<file path="config.mk">
export PLATFORM = sky130hd
export DESIGN_NAME = gpio_edge_bank
export DESIGN_NICKNAME = d
export VERILOG_FILES = /design/src/rtl/gpio_bank_pkg.sv /design/src/rtl/gpio_in_sync.sv /design/src/rtl/gpio_irq_ctrl.sv /design/src/rtl/gpio_regs.sv /design/src/rtl/gpio_edge_bank.sv
export SDC_FILE = /design/constraint.sdc
export NUM_CORES = 1
export LEC_CHECK = 0
export BUFFER_PORTS_ARGS = -buffer_cell sky130_fd_sc_hd__clkbuf_2
export CORE_MARGIN = 1
export CORE_UTILIZATION = 50
export CTS_CLUSTER_SIZE = 24
export DETAILED_ROUTE_END_ITERATION = 8
export GPL_TIMING_DRIVEN = 0
export PLACE_DENSITY = 0.76
export SLEW_MARGIN = 25
export SYNTH_ARGS = -nofsm -noshare
export SYNTH_HDL_FRONTEND = slang
export SYNTH_HIERARCHICAL = 1
export SYNTH_SLANG_ARGS = --single-unit
</file>
<file path="constraint.sdc">
create_clock -name clk -period 6.2 [get_ports clk]
set_clock_uncertainty 0.1 [all_clocks]
set_input_delay 0.62 -clock clk [delete_from_list [all_inputs] [get_ports clk]]
set_output_delay 0.62 -clock clk [all_outputs]
set_load 0.02 [all_outputs]
</file>
<file path="src/rtl/gpio_bank_pkg.sv">
package gpio_bank_pkg;

  localparam int PINS      = 32;
  localparam int PORT_W    = 8;
  localparam int PORTS     = PINS / PORT_W;
  localparam int DATA_W    = PINS;
  localparam int BYTES     = DATA_W / 8;
  localparam int ADDR_W    = 5;
  localparam int IDX_W     = 3;
  localparam int MODE_W    = 2;
  localparam int MODE_REGS = 2;
  localparam int PER_MODE  = PINS / MODE_REGS;

  typedef enum logic [IDX_W-1:0] {
    RA_FUNC    = 3'd0,
    RA_HOLE    = 3'd1,
    RA_DIR     = 3'd2,
    RA_DATA    = 3'd3,
    RA_STAT    = 3'd4,
    RA_MODE_LO = 3'd5,
    RA_MODE_HI = 3'd6,
    RA_END     = 3'd7
  } reg_idx_e;

  typedef enum logic [MODE_W-1:0] {
    EDGE_OFF  = 2'd0,
    EDGE_FALL = 2'd1,
    EDGE_RISE = 2'd2,
    EDGE_BOTH = 2'd3
  } edge_mode_e;

  // Port p of the pin vector lands in byte lane PORTS-1-p of the word; the
  // mapping is its own inverse, so it serves both directions.
  function automatic logic [DATA_W-1:0] lane_swap(input logic [DATA_W-1:0] v);
    logic [DATA_W-1:0] r;
    for (int p = 0; p < PORTS; p++)
      r[(PORTS-1-p)*PORT_W +: PORT_W] = v[p*PORT_W +: PORT_W];
    return r;
  endfunction

  // Low bit of the mode field for pin index m inside its mode word
  // (half-words swapped so the first port of the pair is on top).
  function automatic int mode_field_pos(input int m);
    return (MODE_W*m + DATA_W/2) % DATA_W;
  endfunction

endpackage

</file>
<file path="src/rtl/gpio_in_sync.sv">
module gpio_in_sync #(
  parameter int WIDTH  = 32,
  parameter int STAGES = 2
) (
  input  logic             clk,
  input  logic             rst,
  input  logic [WIDTH-1:0] raw_i,
  output logic [WIDTH-1:0] lvl_o,
  output logic [WIDTH-1:0] rise_o,
  output logic [WIDTH-1:0] fall_o
);

  for (genvar n = 0; n < WIDTH; n++) begin : g_pin
    logic [STAGES-1:0] chain_q;
    logic              prev_q;

    always_ff @(posedge clk) begin
      if (rst) begin
        chain_q <= '0;
        prev_q  <= 1'b0;
      end else begin
        chain_q <= {chain_q[STAGES-2:0], raw_i[n]};
        prev_q  <= chain_q[STAGES-1];
      end
    end

    assign lvl_o[n]  = chain_q[STAGES-1];
    assign rise_o[n] = chain_q[STAGES-1] & ~prev_q;
    assign fall_o[n] = ~chain_q[STAGES-1] & prev_q;
  end

endmodule

</file>
<file path="src/rtl/gpio_irq_ctrl.sv">
module gpio_irq_ctrl
  import gpio_bank_pkg::*;
#(
  parameter int WIDTH = 32
) (
  input  logic                    clk,
  input  logic                    rst,
  input  logic [WIDTH-1:0]        rise_i,
  input  logic [WIDTH-1:0]        fall_i,
  input  logic [MODE_W*WIDTH-1:0] mode_i,
  input  logic [WIDTH-1:0]        clr_i,
  output logic [WIDTH-1:0]        pend_o,
  output logic                    irq_o
);

  logic [WIDTH-1:0] hit;
  logic [WIDTH-1:0] pend_q;

  for (genvar n = 0; n < WIDTH; n++) begin : g_pin
    edge_mode_e md;
    assign md     = edge_mode_e'(mode_i[MODE_W*n +: MODE_W]);
    assign hit[n] = ((md == EDGE_RISE || md == EDGE_BOTH) && rise_i[n]) ||
                    ((md == EDGE_FALL || md == EDGE_BOTH) && fall_i[n]);
  end

  // A new edge outranks a simultaneous write-one-to-clear.
  always_ff @(posedge clk) begin
    if (rst) begin
      pend_q <= '0;
      irq_o  <= 1'b0;
    end else begin
      pend_q <= (pend_q & ~clr_i) | hit;
      irq_o  <= |pend_q;
    end
  end

  assign pend_o = pend_q;

endmodule

</file>
<file path="src/rtl/gpio_regs.sv">
module gpio_regs
  import gpio_bank_pkg::*;
(
  input  logic                   clk,
  input  logic                   rst,
  input  logic                   wr_en,
  input  logic                   rd_en,
  input  logic [IDX_W-1:0]       idx,
  input  logic                   word_ok,
  input  logic [DATA_W-1:0]      wdata,
  input  logic [BYTES-1:0]       be,
  input  logic [PINS-1:0]        lvl,
  input  logic [PINS-1:0]        pend,
  output logic [DATA_W-1:0]      rdata,
  output logic [PINS-1:0]        func_pins,
  output logic [PINS-1:0]        dir_pins,
  output logic [PINS-1:0]        dout_pins,
  output logic [MODE_W*PINS-1:0] mode_pins,
  output logic [PINS-1:0]        clr_pins
);

  logic [DATA_W-1:0] lane_mask;
  logic [DATA_W-1:0] func_w, dir_w, dout_w;
  logic [DATA_W-1:0] mode_w [MODE_REGS];
  logic [DATA_W-1:0] rd_word;
  logic              wr_hit;
  reg_idx_e          sel;

  for (genvar k = 0; k < BYTES; k++) begin : g_lane
    assign lane_mask[8*k +: 8] = {8{be[k]}};
  end

  assign wr_hit = wr_en & word_ok;
  assign sel    = reg_idx_e'(idx);

  function automatic logic [DATA_W-1:0] merge(input logic [DATA_W-1:0] old,
                                              input logic [DATA_W-1:0] nw,
                                              input logic [DATA_W-1:0] msk);
    return (old & ~msk) | (nw & msk);
  endfunction

  always_ff @(posedge clk) begin
    if (rst) begin
      func_w <= '0;
      dir_w  <= '0;
      dout_w <= '0;
      for (int r = 0; r < MODE_REGS; r++) mode_w[r] <= '0;
    end else if (wr_hit) begin
      case (sel)
        RA_FUNC:    func_w    <= merge(func_w, wdata, lane_mask);
        RA_DIR:     dir_w     <= merge(dir_w, wdata, lane_mask);
        RA_DATA:    dout_w    <= merge(dout_w, wdata, lane_mask);
        RA_MODE_LO: mode_w[0] <= merge(mode_w[0], wdata, lane_mask);
        RA_MODE_HI: mode_w[1] <= merge(mode_w[1], wdata, lane_mask);
        default: ;
      endcase
    end
  end

  always_comb begin
    case (sel)
      RA_FUNC:    rd_word = func_w;
      RA_DIR:     rd_word = dir_w;
      RA_DATA:    rd_word = (dir_w & dout_w) | (~dir_w & lane_swap(lvl));
      RA_STAT:    rd_word = lane_swap(pend);
      RA_MODE_LO: rd_word = mode_w[0];
      RA_MODE_HI: rd_word = mode_w[1];
      default:    rd_word = '0;
    endcase
  end

  always_ff @(posedge clk) begin
    if (rst)        rdata <= '0;
    else if (rd_en) rdata <= word_ok ? rd_word : '0;
  end

  assign clr_pins  = (wr_hit && sel == RA_STAT) ? lane_swap(wdata & lane_mask) : '0;
  assign func_pins = lane_swap(func_w);
  assign dir_pins  = lane_swap(dir_w);
  assign dout_pins = lane_swap(dout_w);

  for (genvar n = 0; n < PINS; n++) begin : g_mode
    localparam int R   = n / PER_MODE;
    localparam int POS = mode_field_pos(n % PER_MODE);
    assign mode_pins[MODE_W*n +: MODE_W] = mode_w[R][POS +: MODE_W];
  end

endmodule

</file>
<file path="src/rtl/gpio_edge_bank.sv">
module gpio_edge_bank
  import gpio_bank_pkg::*;
#(
  parameter int SYNC_STAGES = 2
) (
  input  logic              clk,
  input  logic              rst,
  input  logic              bus_wr,
  input  logic              bus_rd,
  input  logic [ADDR_W-1:0] bus_addr,
  input  logic [DATA_W-1:0] bus_wdata,
  input  logic [BYTES-1:0]  bus_be,
  output logic [DATA_W-1:0] bus_rdata,
  input  logic [PINS-1:0]   pin_in,
  output logic [PINS-1:0]   pin_out,
  output logic [PINS-1:0]   pin_oe,
  output logic [PINS-1:0]   pin_func,
  output logic              irq
);

  logic [PINS-1:0]        lvl_w, rise_w, fall_w, pend_w, clr_w;
  logic [MODE_W*PINS-1:0] mode_w;
  logic                   word_ok;

  assign word_ok = (bus_addr[1:0] == 2'b00);

  gpio_in_sync #(
    .WIDTH  (PINS),
    .STAGES (SYNC_STAGES)
  ) u_sync (
    .clk    (clk),
    .rst    (rst),
    .raw_i  (pin_in),
    .lvl_o  (lvl_w),
    .rise_o (rise_w),
    .fall_o (fall_w)
  );

  gpio_regs u_regs (
    .clk       (clk),
    .rst       (rst),
    .wr_en     (bus_wr),
    .rd_en     (bus_rd),
    .idx       (bus_addr[ADDR_W-1:2]),
    .word_ok   (word_ok),
    .wdata     (bus_wdata),
    .be        (bus_be),
    .lvl       (lvl_w),
    .pend      (pend_w),
    .rdata     (bus_rdata),
    .func_pins (pin_func),
    .dir_pins  (pin_oe),
    .dout_pins (pin_out),
    .mode_pins (mode_w),
    .clr_pins  (clr_w)
  );

  gpio_irq_ctrl #(
    .WIDTH (PINS)
  ) u_irq (
    .clk    (clk),
    .rst    (rst),
    .rise_i (rise_w),
    .fall_i (fall_w),
    .mode_i (mode_w),
    .clr_i  (clr_w),
    .pend_o (pend_w),
    .irq_o  (irq)
  );

endmodule

</file>
==> impl_metrics.json <==
{
  "status": "completed",
  "clockBufferDepth": 3,
  "core-area_sq_um": 27000,
  "multi_input_area_sq_um": 5830,
  "report.power.total_uw": 4670,
  "cts-root-buf": "clkbuf_16",
  "synth-seq-cells": 321,
  "overflow": 0,
  "grt_max_degree": 25,
  "vias": 12800,
  "crit_required_ns": 6.31,
  "portBuffers": 203,
  "grt_pass1_wl_mm": 75.4,
  "drt-total-wl_mm": 52.1,
  "viasPerCell": 6.23,
  "rsz0062_at_grt": "no",
  "die_y_microns": 168,
  "finalCritPeriodShare_pct": 46.4,
  "cap_violations": 0,
  "clock_latency_ns": 0.52,
  "fin_area_sq_um": 16400,
  "fillers": 2369,
  "avgRoutedWirePerCell_microns": 25.3,
  "cts_htree_levels": 2,
  "critPathCaptureType": "register",
  "drt_iter0_drc": 2014,
  "p_per_area_nw_per_um2": 285,
  "hold_viol": 0,
  "yosys_warnings": 6,
  "slew_headroom_pct": 28.6,
  "maxSlewViolCount": 0,
  "antenna_found_initial": 0,
  "gp_congestion": 1.01,
  "synthCells": 1449,
  "synth_area_sq_um": 13700,
  "post_cts_buffers": 0,
  "max_freq_mhz": 348,
  "mostFrequentLayoutCell": "dfxtp_1",
  "swShare_pct": 24.2,
  "placed_area_sq_um": 15200,
  "cts_tree": "yes",
  "cts_resized": 0,
  "holdPathStages": 2,
  "final_nets": 1769,
  "cp.arrival_ns": 2.98,
  "synth.avg_cell_area_sq_um": 9.49,
  "power.internal_uw": 3540,
  "ant_nets": 0,
  "syn_to_final_growth_pct": 19.2,
  "async_reset_ff_share_pct": 0,
  "ys.flop_type": "dfxtp_1",
  "setup_viol": 0,
  "fin_tns_setup_ns": 0,
  "seqPwrFrac_pct": 48.0,
  "synth-seq-area-share_pct": 51.4,
  "num_io_pins": 206,
  "numCtsBuffers": 36,
  "start_util_pct": 51.0,
  "path_class": "primary input to register",
  "path_clk_slew_ns": 0.06,
  "dieArea_sq_um": 28200,
  "rr_worst_depth": 4,
  "yosysUniqueCellTypes": 45,
  "layout_common_cells": "257 x dfxtp_1, 203 x clkbuf_2, 165 x nor2b_1",
  "worst_slew_pin_slew_ns": 1.06,
  "p_comb_share_pct": 7.7,
  "hpwl_mm": 38.0,
  "p_switching_uw": 1130,
  "first_pass_iters": 9,
  "clockPowerShare_pct": 44.3,
  "layout-drive-gt1-share_pct": 20.4,
  "die_w_microns": 168,
  "cts.sinks": 321,
  "cts_hold_buf": 0,
  "drc": 0,
  "insertedDiodeCount": 0,
  "synth-edff-count": 64,
  "rows": 60,
  "p_leak_uw": 0.00625,
  "cp-start-kind": "primary input",
  "gr-usage-all-layers_pct": 36.5,
  "path_max_fanout": 20,
  "ir_worst_vdd_mv": 0.194,
  "hp-class": "primary input to register",
  "period_needed_ns": 2.87,
  "synth_fp_nets": 1526,
  "grt_pass1_vias": 11900,
  "seq_area_sq_um": 7070
}
logic make-up after synthesis:
group / Yosys count / share of synthesized area, %
mux: 74 / 6.09
flops: 321 / 51.4
compound gates: 370 / 17.0
simple gates: 515 / 19.4
buf+inv: 169 / 6.19
critical path, stage by stage:
cell and delay, ns:
clkbuf_2 0.09, buf_4 0.24, buf_2 0.35, buf_1 0.73
a41o_2 0.65, buf_12 0.26
cell usage after synthesis, types with 3 or more instances:
master | instances | area, sq um
a211oi_1 | 7 | 52.6
a222oi_1 | 36 | 360
nor3b_1 | 6 | 45.0
o22ai_1 | 7 | 43.8
or2_2 | 3 | 18.8
a22oi_1 | 14 | 105
clkbuf_1 | 52 | 195
nor2_1 | 112 | 420
o2bb2ai_1 | 5 | 43.8
buf_2 | 23 | 115
mux4_2 | 7 | 158
o21ai_0 | 96 | 480
buf_4 | 36 | 270
a221o_1 | 9 | 90.1
nand2b_1 | 64 | 400
a221oi_1 | 11 | 96.3
buf_6 | 7 | 78.8
a31oi_1 | 6 | 37.5
a21oi_1 | 150 | 751
buf_1 | 4 | 15.0
o311ai_0 | 5 | 43.8
o32ai_1 | 6 | 52.6
a32o_1 | 14 | 140
edfxtp_1 | 64 | 1920
nor4_1 | 8 | 50.1
inv_1 | 47 | 176
mux2i_1 | 60 | 601
nor2b_1 | 165 | 1030
dfxtp_1 | 257 | 5140
mux2_2 | 7 | 78.8
nand2_1 | 142 | 533
area by class of cell:
type / instances / area share (%)
buffer: 122 / 4.12
tap: 341 / 2.60
clock inverter: 8 / 0.267
sequential: 321 / 43.1
multi-input combinational: 959 / 35.6
timing repair buffer: 205 / 6.45
inverter: 47 / 1.08
clock buffer: 55 / 6.76
stage by stage:
stage               std cells  utilization [%]  worst slack (ns)  hold slack (ns)
finish                   2058             60.8              3.33            0.207
global route             2058             60.8              3.41            0.196
CTS                      2058             60.8              3.47            0.199
detailed placement       1995             56.5              2.95            0.320
global placement         1993             56.4              2.16            0.318
floorplan                1449                -              3.59            0.314
path summary, 6_finish.rpt:
check,startpoint,end,slack [ns]
max reg2reg,u_regs/mode_w[0][44]$_SDFFCE_PN0P_,u_regs/rdata[12]$_SDFFE_PP0P_,4.31
min reg2reg,u_sync/g_pin[14].chain_q[0]$_SDFF_PP0_,u_sync/g_pin[14].chain_q[1]$_SDFF_PP0_,0.33
max,bus_addr[4],u_regs/mode_w[0][22]$_SDFFCE_PN0P_,3.33
min,pin_in[6],u_sync/g_pin[6].chain_q[0]$_SDFF_PP0_,0.21
power groups by stage:
| stage | clock (uW) | combinational [uW] | sequential, uW |
|---|---|---|---|
| floorplan | 0 | 189 | 2260 |
| CTS | 2090 | 343 | 2240 |
| finish | 2070 | 357 | 2240 |
| detailed placement | 0 | 341 | 2280 |
| global placement | 0 | 333 | 2280 |
| global route | 2180 | 369 | 2240 |
routing by layer:
metal | up-vias | part of all wire, % | track usage (%)
met5 | - | 0 | 0
met3 | 170 | 12 | 8.18
met4 | 0 | 5.3 | 17.7
met2 | 964 | 43 | 56.2
met1 | 6132 | 39 | 48.6
li1 | 5563 | - | -
Note: power is estimated with default switching activity, not from simulation.
